<file path="src/rtl/tmr_pkg.sv">
package tmr_pkg;

    // register selector taken from the word-offset bits of the address
    typedef enum logic [1:0] {
        SEL_TARGET = 2'd0,
        SEL_COUNT  = 2'd1,
        SEL_FLAGS  = 2'd2,
        SEL_NONE   = 2'd3
    } reg_sel_e;

    // bit positions inside the flag word
    localparam int unsigned FLAG_PEND_BIT = 0;
    localparam int unsigned FLAG_RUN_BIT  = 1;

endpackage

</file>
<file path="src/rtl/tmr_lane_merge.sv">
module tmr_lane_merge #(
    parameter int unsigned DATA_W = 32
) (
    input  logic [DATA_W-1:0]   old_i,
    input  logic [DATA_W-1:0]   new_i,
    input  logic [DATA_W/8-1:0] lane_en_i,
    output logic [DATA_W-1:0]   merged_o
);

    localparam int unsigned LANES = DATA_W / 8;

    for (genvar g = 0; g < LANES; g++) begin : g_lane
        assign merged_o[8*g +: 8] = lane_en_i[g] ? new_i[8*g +: 8] : old_i[8*g +: 8];
    end

endmodule

</file>
<file path="src/rtl/tmr_bus_port.sv">
module tmr_bus_port
    import tmr_pkg::*;
#(
    parameter int unsigned DATA_W    = 32,
    parameter int unsigned ADDR_W    = 16,
    parameter logic [15:0] BASE_ADDR = 16'h0040
) (
    input  logic                clk,
    input  logic                rst,
    input  logic                cs_i,
    input  logic                rnw_i,
    input  logic [ADDR_W-1:0]   addr_i,
    input  logic [DATA_W/8-1:0] be_i,
    input  logic [DATA_W-1:0]   target_i,
    input  logic [DATA_W-1:0]   count_i,
    input  logic                pend_i,
    input  logic                run_i,
    output logic                load_o,
    output logic [DATA_W-1:0]   rdata_o
);

    localparam int unsigned WORD_LSB = $clog2(DATA_W / 8);
    localparam int unsigned OFS_W    = WORD_LSB + 2;

    typedef struct packed {
        logic              cs_seen;
        logic [DATA_W-1:0] rdata;
    } port_state_t;

    port_state_t st_d, st_q;

    logic              first_cyc;
    logic              win_hit;
    reg_sel_e          sel;
    logic [DATA_W-1:0] rd_mux;
    logic [DATA_W-1:0] flag_word;
    logic              addr_lsb_unused;

    assign addr_lsb_unused = ^addr_i[WORD_LSB-1:0];

    always_comb begin
        flag_word                = '0;
        flag_word[FLAG_PEND_BIT] = pend_i;
        flag_word[FLAG_RUN_BIT]  = run_i;
    end

    always_comb begin
        first_cyc = cs_i && !st_q.cs_seen;
        win_hit   = (addr_i[ADDR_W-1:OFS_W] == BASE_ADDR[ADDR_W-1:OFS_W]);
        sel       = reg_sel_e'(addr_i[OFS_W-1:WORD_LSB]);

        unique case (sel)
            SEL_TARGET: rd_mux = target_i;
            SEL_COUNT:  rd_mux = count_i;
            SEL_FLAGS:  rd_mux = flag_word;
            default:    rd_mux = '0;
        endcase

        load_o = first_cyc && win_hit && !rnw_i && (sel == SEL_TARGET) && (|be_i);

        st_d         = st_q;
        st_d.cs_seen = cs_i;
        if (first_cyc && rnw_i) begin
            st_d.rdata = win_hit ? rd_mux : '0;
        end else if (!cs_i) begin
            st_d.rdata = '0;
        end
    end

    always_ff @(posedge clk) begin
        if (rst) begin
            st_q <= '0;
        end else begin
            st_q <= st_d;
        end
    end

    assign rdata_o = st_q.rdata;

endmodule

</file>
<file path="src/rtl/tmr_core.sv">
module tmr_core #(
    parameter int unsigned CNT_W = 32
) (
    input  logic             clk,
    input  logic             rst,
    input  logic             load_i,
    input  logic [CNT_W-1:0] load_val_i,
    input  logic             ack_i,
    output logic [CNT_W-1:0] count_o,
    output logic [CNT_W-1:0] target_o,
    output logic             run_o,
    output logic             irq_o
);

    typedef struct packed {
        logic [CNT_W-1:0] count;
        logic [CNT_W-1:0] target;
        logic             running;
        logic             irq;
    } core_state_t;

    core_state_t st_d, st_q;
    logic        hit;

    always_comb begin
        st_d = st_q;
        hit  = st_q.running && (st_q.count == st_q.target);

        // acknowledge first, so that a match on the same edge wins
        if (ack_i) begin
            st_d.irq = 1'b0;
        end
        if (st_q.running) begin
            if (hit) begin
                st_d.running = 1'b0;
                st_d.irq     = 1'b1;
            end else begin
                st_d.count = st_q.count + CNT_W'(1);
            end
        end
        // a load overrides everything else
        if (load_i) begin
            st_d.target  = load_val_i;
            st_d.count   = '0;
            st_d.running = 1'b1;
            st_d.irq     = 1'b0;
        end
    end

    always_ff @(posedge clk) begin
        if (rst) begin
            st_q <= '0;
        end else begin
            st_q <= st_d;
        end
    end

    assign count_o  = st_q.count;
    assign target_o = st_q.target;
    assign run_o    = st_q.running;
    assign irq_o    = st_q.irq;

endmodule

</file>
<file path="src/rtl/tmr_interval.sv">
module tmr_interval #(
    parameter int unsigned DATA_W    = 32,
    parameter int unsigned ADDR_W    = 16,
    parameter logic [15:0] BASE_ADDR = 16'h0040
) (
    input  logic                clk,
    input  logic                rst,
    input  logic                bus_cs,
    input  logic                bus_rnw,
    input  logic [ADDR_W-1:0]   bus_addr,
    input  logic [DATA_W/8-1:0] bus_be,
    input  logic [DATA_W-1:0]   bus_wdata,
    output logic [DATA_W-1:0]   bus_rdata,
    input  logic                irq_ack,
    output logic                irq
);

    localparam int unsigned LANES = DATA_W / 8;

    logic              load_w;
    logic [DATA_W-1:0] merged_w;
    logic [DATA_W-1:0] cnt_w;
    logic [DATA_W-1:0] tgt_w;
    logic              run_w;
    logic              irq_w;

    tmr_bus_port #(
        .DATA_W   (DATA_W),
        .ADDR_W   (ADDR_W),
        .BASE_ADDR(BASE_ADDR)
    ) u_port (
        .clk     (clk),
        .rst     (rst),
        .cs_i    (bus_cs),
        .rnw_i   (bus_rnw),
        .addr_i  (bus_addr),
        .be_i    (bus_be),
        .target_i(tgt_w),
        .count_i (cnt_w),
        .pend_i  (irq_w),
        .run_i   (run_w),
        .load_o  (load_w),
        .rdata_o (bus_rdata)
    );

    tmr_lane_merge #(
        .DATA_W(DATA_W)
    ) u_merge (
        .old_i    (tgt_w),
        .new_i    (bus_wdata),
        .lane_en_i(bus_be[LANES-1:0]),
        .merged_o (merged_w)
    );

    tmr_core #(
        .CNT_W(DATA_W)
    ) u_core (
        .clk       (clk),
        .rst       (rst),
        .load_i    (load_w),
        .load_val_i(merged_w),
        .ack_i     (irq_ack),
        .count_o   (cnt_w),
        .target_o  (tgt_w),
        .run_o     (run_w),
        .irq_o     (irq_w)
    );

    assign irq = irq_w;

endmodule

</file>
<file path="config.mk">
export PLATFORM = sky130hd
export DESIGN_NAME = tmr_interval
export DESIGN_NICKNAME = d
export VERILOG_FILES = /design/src/rtl/tmr_pkg.sv /design/src/rtl/tmr_lane_merge.sv /design/src/rtl/tmr_bus_port.sv /design/src/rtl/tmr_core.sv /design/src/rtl/tmr_interval.sv
export SDC_FILE = /design/constraint.sdc
export NUM_CORES = 1
export LEC_CHECK = 0
export ABC_CLOCK_PERIOD_IN_PS = 3400
export BUFFER_PORTS_ARGS = -buffer_cell sky130_fd_sc_hd__clkbuf_2
export CORE_AREA = 3 3 96 98
export CTS_CLUSTER_DIAMETER = 60
export DETAILED_ROUTE_END_ITERATION = 12
export DIE_AREA = 0 0 99 101
export HOLD_SLACK_MARGIN = 0.1
export MAX_ROUTING_LAYER = met4
export PLACE_DENSITY = 0.85
export SYNTH_ARGS = -nofsm -noshare
export SYNTH_HDL_FRONTEND = slang
export SYNTH_SLANG_ARGS = --single-unit
</file>
<file path="constraint.sdc">
create_clock -name clk -period 3.4 [get_ports clk]
set_clock_uncertainty 0.15 [all_clocks]
set_input_delay 0.17 -clock clk [delete_from_list [all_inputs] [get_ports clk]]
set_output_delay 0.17 -clock clk [all_outputs]
set_load 0.02 [all_outputs]
</file>
Word-level counts from Yosys, hierarchy flattened
Cells that the tools add are included.

operators by class
  add/subtract/negate cells = 1
  bitwise gates (word level) = 1
  reduce and logical (&&, ||, !) cells = 17
  mux-type cells = 8
  equal/unequal tests = 5

operators with widths
  kind                                                               count
  32-bit 2-to-1 mux                                                  3
  32-bit case mux with 3 select lines                                1
  32-bit by 1-bit adder with 32-bit output (second input constant)   1
  32-bit == test                                                     1
  12-bit by 3-bit == test with 1-bit output (second input constant)  1
  2-bit AND reduction                                                5
  1-bit logical AND                                                  7
  2-bit 2-to-1 mux                                                   3
  4-bit OR reduction                                                 1
  2-bit by 1-bit == test with 1-bit output (second input constant)   1
  2-bit == test (second input constant)                              1
  1-bit logical NOT                                                  2
  2-bit logical NOT                                                  1
  2-bit by 1-bit != test with 1-bit output (second input constant)   1
  2-bit OR reduction                                                 1
  1-bit 2-to-1 mux                                                   1
  1-bit NOT                                                          1

word-level totals
  output and inout bits = 33
  bits of input ports = 57
  word-level logic and storage cells = 41
  flip-flop bits (word level) = 99

Longest topological paths before layout
Gate-level depths: netlist (run 1).

  depth after elaboration = 7
  mapped depth = 9

Cells and area by module
From an unflattened synthesis (run 1), not the netlist that was laid out.

unflattened totals
  cell total of the unflattened synthesis = 567
  area, all modules = 5719.2 sq um

modules (own cells, without submodules)
  module          times used  cells an instance  area an instance (sq um)  sequential area each (sq um)
  tmr_core        1           335                3138.0                    1321.3
  tmr_bus_port    1           196                2055.7                    660.6
  tmr_lane_merge  1           36                 525.5                     0.0

Worst setup path after synthesis (run 1)
No wires, ideal clock.

  kind = reg-to-reg
  start point = register u_core.st_q, in the netlist u_core.count_o[4]
  end point = register u_core.st_q, in the netlist u_core.count_o[20]
  stages on the path, launching flop included = 7
  setup slack = 1.133 ns
  library setup time = 0.059 ns
  data arrival time = 2.058 ns
  buffers on the path = 0
  clock period less this slack = 2.267 ns
  required time = 3.191 ns
  path through = dfxtp_1 > and4_4 > nand4_4 > or2_4 > or4_1 > or4_1 > nand2_1

between the ends
  word-level cells in the longest chain between the ends = 4
  elaborated cells between the ends (all ways) = 5
  those cells by class = add/sub: 1; eq/ne: 1; bitwise: 1; reduce/logical: 2

RTL lines
  element                                                                                           line            RTL
  start, declared                                                                                   tmr_core.sv:22  core_state_t st_d, st_q;
  start signal, assigned                                                                            tmr_core.sv:54  st_q <= st_d;
  parallel branches: the longest is 4 deep, another holds 32-bit by 1-bit adder with 32-bit output  --

Several ways; the timed one is not identified.
A chain may end at the register's enable or synchronous reset.

Worst setup path in the final report (run 1)
  start point = register u_core.st_q, in the netlist u_core.count_o[17]
  end point = register u_core.st_q, in the netlist u_core.count_o[28]

The elaborated chain is that of the path after synthesis.

==> results.ini, run 1 <==
[run_status]
outcome = completed

[clock_network]
clockBufferDepth = 2
cts_max_level = 3
path_clk_slew_ps = 100
post_cts_buffers = 0
cts_tree = yes
clock_latency_ps = 380
clockRootBuffer = clkbuf_8
cts_buffers = 9
clkSinkCount = 99
cts_resized = 0

[global_route]
grt_overflow = 0
grt_pass1_wl_um = 26000
grt_pass1_vias = 5234
grt.total_usage_pct = 33.6
grt_max_degree = 68
grt_antenna_before_repair = 0

[worst_setup_path]
cp_num_buf_inv = 1
critPathTopFamily = simple AND/OR/NAND/NOR gates
worst_r2r_path_depth = 7
startpoint = u_core.count_o[17]
crit_path_max_incr_delay_ps = 600
cp-end-kind = flip-flop
reg2reg_from = u_core.count_o[17]
worstSetupStartpointType = flip-flop
slowest_stage = nor4_1
cp.required_ps = 3480
cp_cell_sequence = xor2_1 > nor4_1 > nand4_1 > nor2_2 > buf_4 > or4_1 > a21oi_1
crit_type = flip-flop to flip-flop
critical_path_arrival_ps = 3180
path_max_fanout = 15
cp.depth = 7

[yosys]
synthTopCellsByArea = dfxtp_1 (39%), xor2_1 (7.0%), mux2_2 (6.7%)
synth_top_family_by_area = simple AND/OR/NAND/NOR gates
syn_inst = 588
synth_xor_area_share_pct = 6.97
synth_edf_count = 0
synth.top_cell.area_share_pct = 39.4
synth_flop_cell = dfxtp_1
synth.yosys.seq_area_share_pct = 39.4
ys_warn_count = 0
synthArstFlopShare_pct = 0
syn-num-nets = 646
synth_fa_ha_area_share_pct = 0.249
synth_compound_area_share_pct = 15.1
ys_seq_elements = 99
yosys.area.top_type = dfxtp_1
synth_cell_types = 49
syn_area_per_cell_um2 = 8.55
yosys.area_share.simple_pct = 22.5
synth_area_mm2 = 0.00503
synth.mux.area_fraction_pct = 7.12

[routing]
vias = 5210
via_per_inst = 6.51
drtIter0Drc = 743
routedWlPerCell_um = 20.4
drc = 0
antenna_left = 0
firstDrtPassIters = 7
totalWireLength_um = 16300

[power_and_ir_drop]
p_sw_share_pct = 24.7
seqPwrFrac_pct = 55.6
p_sw_mw = 0.516
pwr-share-clk_pct = 38.3
vdd_drop_max_v = 0.000248
power.density_mw_per_mm2 = 343
power_frac_comb_pct = 6.1
p_int_mw = 1.57
p_leak_nw = 2.48

[placement]
dpl_cell_area_mm2 = 0.00525
hpwl_um = 9080
dp.cells = 721
portBuffers = 87
gp_congestion = 0.913

[sta]
hold_violations = 0
final.period_utilization_pct = 91.2
max_freq_mhz = 323
relSlewSlack_pct = 14.0
setup_tns_ps = 0
period_needed_ps = 3100
setup_violations = 0
drv_slew = 0
rsz0062_at_grt = no
tightestPinTransition_ps = 1290

[hold_path]
holdPathStages = 3
min_from = bus_be[0]
hp-class = primary input to flip-flop

[finish]
nets = 745
final_area_mm2 = 0.00608
mostFrequentLayoutCell = dfxtp_1
final_cells = 800
nFillCells = 502
layout_common_cells = dfxtp_1 (99), clkbuf_2 (87), dlygate4sd3_1 (63), nand2_1 (59), nor2_1 (47)
drive_gt1_share_pct = 22.7
diodes = 0
area_growth_syn_to_layout_pct = 21.0

[die]
initial_core_util_pct = 58.8
die_y_um = 101
dieArea_mm2 = 0.0100
rows = 34
core_mm2 = 0.00855
die_w_um = 99
ios = 90

[flow_run]
cap_violations = 0

==> state kept, by name (all words and copies together) (netlist names) <==
register and cells:
u_port.rdata_o 32, u_core.target_o 32, u_core.count_o 32, u_core.irq_o 1, u_core.run_o 1, u_port.st_q 1
==> per-layer routing <==
layer  vias to the layer above  global-route usage (%)  share of wire (%)
li1                       2281                       -                  -
met3                       119                    6.09                8.5
met1                      2425                    37.1                 36
met2                       385                    57.2                 49
met4                         0                    18.4                6.0
met5                         -                       -                  0
==> layout make-up <==
cell class / instances / area, um^2 / area share [%]
Clock buffer: 9 / 124 / 2.04
Timing Repair Buffer: 159 / 1130 / 18.6
Clock inverter: 7 / 83.8 / 1.38
Inverter: 2 / 7.51 / 0.123
Tap cell: 108 / 135 / 2.22
Sequential cell: 99 / 1980 / 32.6
Multi-Input combinational cell: 416 / 2620 / 43.0
==> worst paths after layout <==
kind                            slack (ps)                  end
worst max-delay path                   300   u_core.count_o[28]
worst min-delay path                   120   u_core.target_o[3]
worst max register to register         300   u_core.count_o[28]
worst min register to register         340  u_core.target_o[28]
==> power groups by stage <==
stage	combinational [mW]	clock, mW	sequential, mW
6_report	0.128	0.799	1.16
5_1_grt	0.135	0.835	1.16
4_1_cts	0.119	0.791	1.16
3_5_place_dp	0.0884	0	1.19
3_3_place_gp	0.0868	0	1.19
2_1_floorplan	0.0476	0	1.19
==> synth_stat cells (all sizes together), types with 3 or more instances <==
master / number
o2111ai: 4
xor2: 40
nand4: 11
clkbuf: 30
nor4: 14
o211ai: 13
nor3: 4
nand3: 42
and3: 6
nand2: 59
o21a: 3
and4: 3
nor2: 49
or4: 13
or3: 9
or2: 4
dfxtp: 99
buf: 40
o21ai: 15
mux2: 30
a22oi: 32
a21oi: 45
nor2b: 3
==> cells by family after synthesis <==
| logic type | count (synthesis) |
|---|---|
| XOR/XNOR | 40 |
| adder cells (fa/ha/maj) | 1 |
| AO/OA/AOI/OAI | 119 |
| multiplexers | 32 |
| buffers and inverters | 73 |
| flip-flops | 99 |
| AND/OR/NAND/NOR | 224 |
==> metrics by stage <==
step	power [mW]	hold slack, ps	util (%)	setup WS [ps]
after floorplan	1.23	148	-	1130
after global placement	1.27	263	61.4	770
after detailed placement	1.28	263	61.4	668
after CTS	2.07	108	71.2	629
after global routing	2.13	123	71.2	142
final	2.09	124	71.2	300
==> worst min-delay path: stages <==
cell and delay (ps):
clkbuf_2 190, nand3_1 150, a21oi_1 80
==> timing repair <==
action,CTS,global route
hold buffers,63,0
endpoints found under the hold margin,34,0
endpoints found under the setup margin,0,0
(Power assumes the default switching activity.)
==> run 2, diff against run 1 <==
--- a/config.mk
+++ b/config.mk
@@ -7,13 +7,15 @@
 export LEC_CHECK = 0
 export ABC_CLOCK_PERIOD_IN_PS = 3400
 export BUFFER_PORTS_ARGS = -buffer_cell sky130_fd_sc_hd__clkbuf_2
-export CORE_AREA = 3 3 96 98
+export CELL_PAD_IN_SITES_DETAIL_PLACEMENT = 1
+export CELL_PAD_IN_SITES_GLOBAL_PLACEMENT = 1
+export CORE_AREA = 3 3 110 112
 export CTS_CLUSTER_DIAMETER = 60
 export DETAILED_ROUTE_END_ITERATION = 12
-export DIE_AREA = 0 0 99 101
+export DIE_AREA = 0 0 113 115
 export HOLD_SLACK_MARGIN = 0.1
 export MAX_ROUTING_LAYER = met4
-export PLACE_DENSITY = 0.85
+export PLACE_DENSITY = 0.86
 export SYNTH_ARGS = -nofsm -noshare
 export SYNTH_HDL_FRONTEND = slang
 export SYNTH_SLANG_ARGS = --single-unit
==> run 2 against run 1 <==
Net effect: power grew 16%; sequential power is essentially flat; via count grew 3.6%; global-route usage grew 0.97 points; fmax grew 8.6%; first-iteration DRC count shrank 21%; combinational power grew 4%; routed wire length grew 33%; highest routed layer unchanged; hold slack lost 2.9 ps.
==> results.ini, run 2 (synthesized netlist as in run 1, its figures left out) <==
[clock_network]
post_cts_buffers = 0
cts_max_level = 3
path_clk_slew_ps = 70
cts_tree = yes
clock_latency_ps = 360
cts_buffers = 9
cts_resized = 0
cts_hold_repair.buffers = 55
clockRootBuffer = clkbuf_16
clockBufferDepth = 2
clkSinkCount = 99

[global_route]
grt.total_usage_pct = 34.5
grt_pass1_vias = 5840
grt_max_degree = 68
grt_antenna_before_repair = 0
grt_pass1_wl_um = 33600
grt_overflow = 0

[power_and_ir_drop]
p_leak_nw = 2.52
vdd_drop_max_v = 0.000282
power.density_mw_per_mm2 = 394

[worst_setup_path]
rrSetupSlack_ps = 550
crit_path_max_incr_delay_ps = 680
startpoint = u_core.count_o[23]
worst_r2r_path_depth = 7
cp.depth = 7
cp.required_ps = 3530
critical_path_arrival_ps = 2990
slowest_stage = nor4_1
cp_cell_sequence = xor2_1 > nor4_1 > nand4_1 > buf_4 > or2_2 > a21bo_2 > a21oi_1
reg2reg_from = u_core.count_o[23]
worstSetupStartpointType = flip-flop
cp-end-kind = flip-flop
crit_type = flip-flop to flip-flop
reg2reg_to = u_core.count_o[30]
path_max_fanout = 9
cp-endpoint = u_core.count_o[30]
critPathTopFamily = simple AND/OR/NAND/NOR gates
cp_num_buf_inv = 1

[die]
ios = 90
rows = 39
die_y_um = 115
dieArea_mm2 = 0.0130
die_w_um = 113
initial_core_util_pct = 44.4
core_mm2 = 0.0113

[placement]
place_ws_ps = 837
gp_congestion = 0.883
hpwl_um = 10700
dp.cells = 757
portBuffers = 87

[sta]
drv_slew = 0
setup_ws_ps = 547
relSlewSlack_pct = 8.13
setup_tns_ps = 0
period_needed_ps = 2850
rsz0062_at_grt = no
hold_violations = 0
setup_violations = 0
max_freq_mhz = 350
tightestPinTransition_ps = 1380
holdWs_ps = 121
final.period_utilization_pct = 83.9

[finish]
mostFrequentLayoutCell = dfxtp_1
fin_util_pct = 54.4
final_cells = 829
layout_common_cells = dfxtp_1 (99), clkbuf_2 (87), nand2_1 (59), dlygate4sd3_1 (55), nor2_1 (47)
area_growth_syn_to_layout_pct = 22.5
nets = 738
drive_gt1_share_pct = 22.8

[routing]
vias = 5395
via_per_inst = 6.51
drc = 0
firstDrtPassIters = 6
totalWireLength_um = 21700
antenna_left = 0
drtIter0Drc = 589
routedWlPerCell_um = 26.2

[run_status]
outcome = completed

[hold_path]
hp-class = primary input to flip-flop
holdPathStages = 3

[flow_run]
cap_violations = 0

==> run 2: cell count changes in the layout (fill, tap and decap cells not counted) <==
| cell | delta |
|---|---|
| buf_4 | +1 |
| bufinv_16 | +1 |
| clkbuf_1 | +2 |
| clkbuf_16 | +9 |
| clkbuf_8 | -9 |
| clkinv_2 | +2 |
| clkinv_4 | -3 |
| diode_2 | +1 |
| dlygate4sd3_1 | -8 |
| inv_6 | -1 |
| inv_8 | -1 |
==> run 2: area by class of cell <==
| type | instances | area [um^2] |
|---|---|---|
| fillers | 1314 | 5160 |
| multi-input cells | 416 | 2620 |
| diodes | 1 | 2.50 |
| clock inverters | 5 | 77.6 |
| repair buffers | 152 | 1060 |
| clock buffers | 11 | 233 |
| well taps | 143 | 179 |
| flip-flops and latches | 99 | 1980 |
| inverters | 2 | 7.51 |
==> run 2: how the worst min path moves through the flow <==
stage	startpoint	endpoint	slack (ps)
floorplan	bus_cs	u_port.st_q[32]	150
global placement	bus_cs	u_port.st_q[32]	260
detailed placement	bus_wdata[18]	u_core.target_o[18]	270
CTS	bus_be[2]	u_core.target_o[21]	110
global route	bus_be[2]	u_core.target_o[17]	130
finish	bus_be[2]	u_core.target_o[21]	120
==> run 2: worst register-to-register path: cells and delay by family, from the launching register on <==
| family | cells | cell delay [ps] |
|---|---|---|
| AND/OR/NAND/NOR | 3 | 1280 |
| flip-flops | 1 | 540 |
| AO/OA/AOI/OAI | 2 | 340 |
| buffers and inverters | 1 | 250 |
| XOR/XNOR | 1 | 220 |
==> run 2: report_power, final <==
group | switching, mW | internal, mW | leakage (nW) | total (mW)
clock | 0.493 | 0.645 | 0.150 | 1.14
combinational | 0.0731 | 0.0595 | 1.57 | 0.133
sequential | 0.000348 | 1.16 | 0.797 | 1.16
total | 0.566 | 1.86 | 2.52 | 2.43
==> run 2: layer usage <==
metal	global-route usage [%]	vias up	routed length [um]
met5	-	-	0
met4	22.0	0	1440
met1	36.7	2604	7980
li1	-	2266	-
met2	57.8	386	10700
met3	8.16	139	1600
==> run 2: through the flow <==
stage | power (mW) | instance area (um^2)
6_report | 2.43 | 6160
2_1_floorplan | 1.23 | 5030
3_3_place_gp | 1.28 | 5300
5_1_grt | 2.48 | 6160
4_1_cts | 2.39 | 6160
3_5_place_dp | 1.28 | 5300
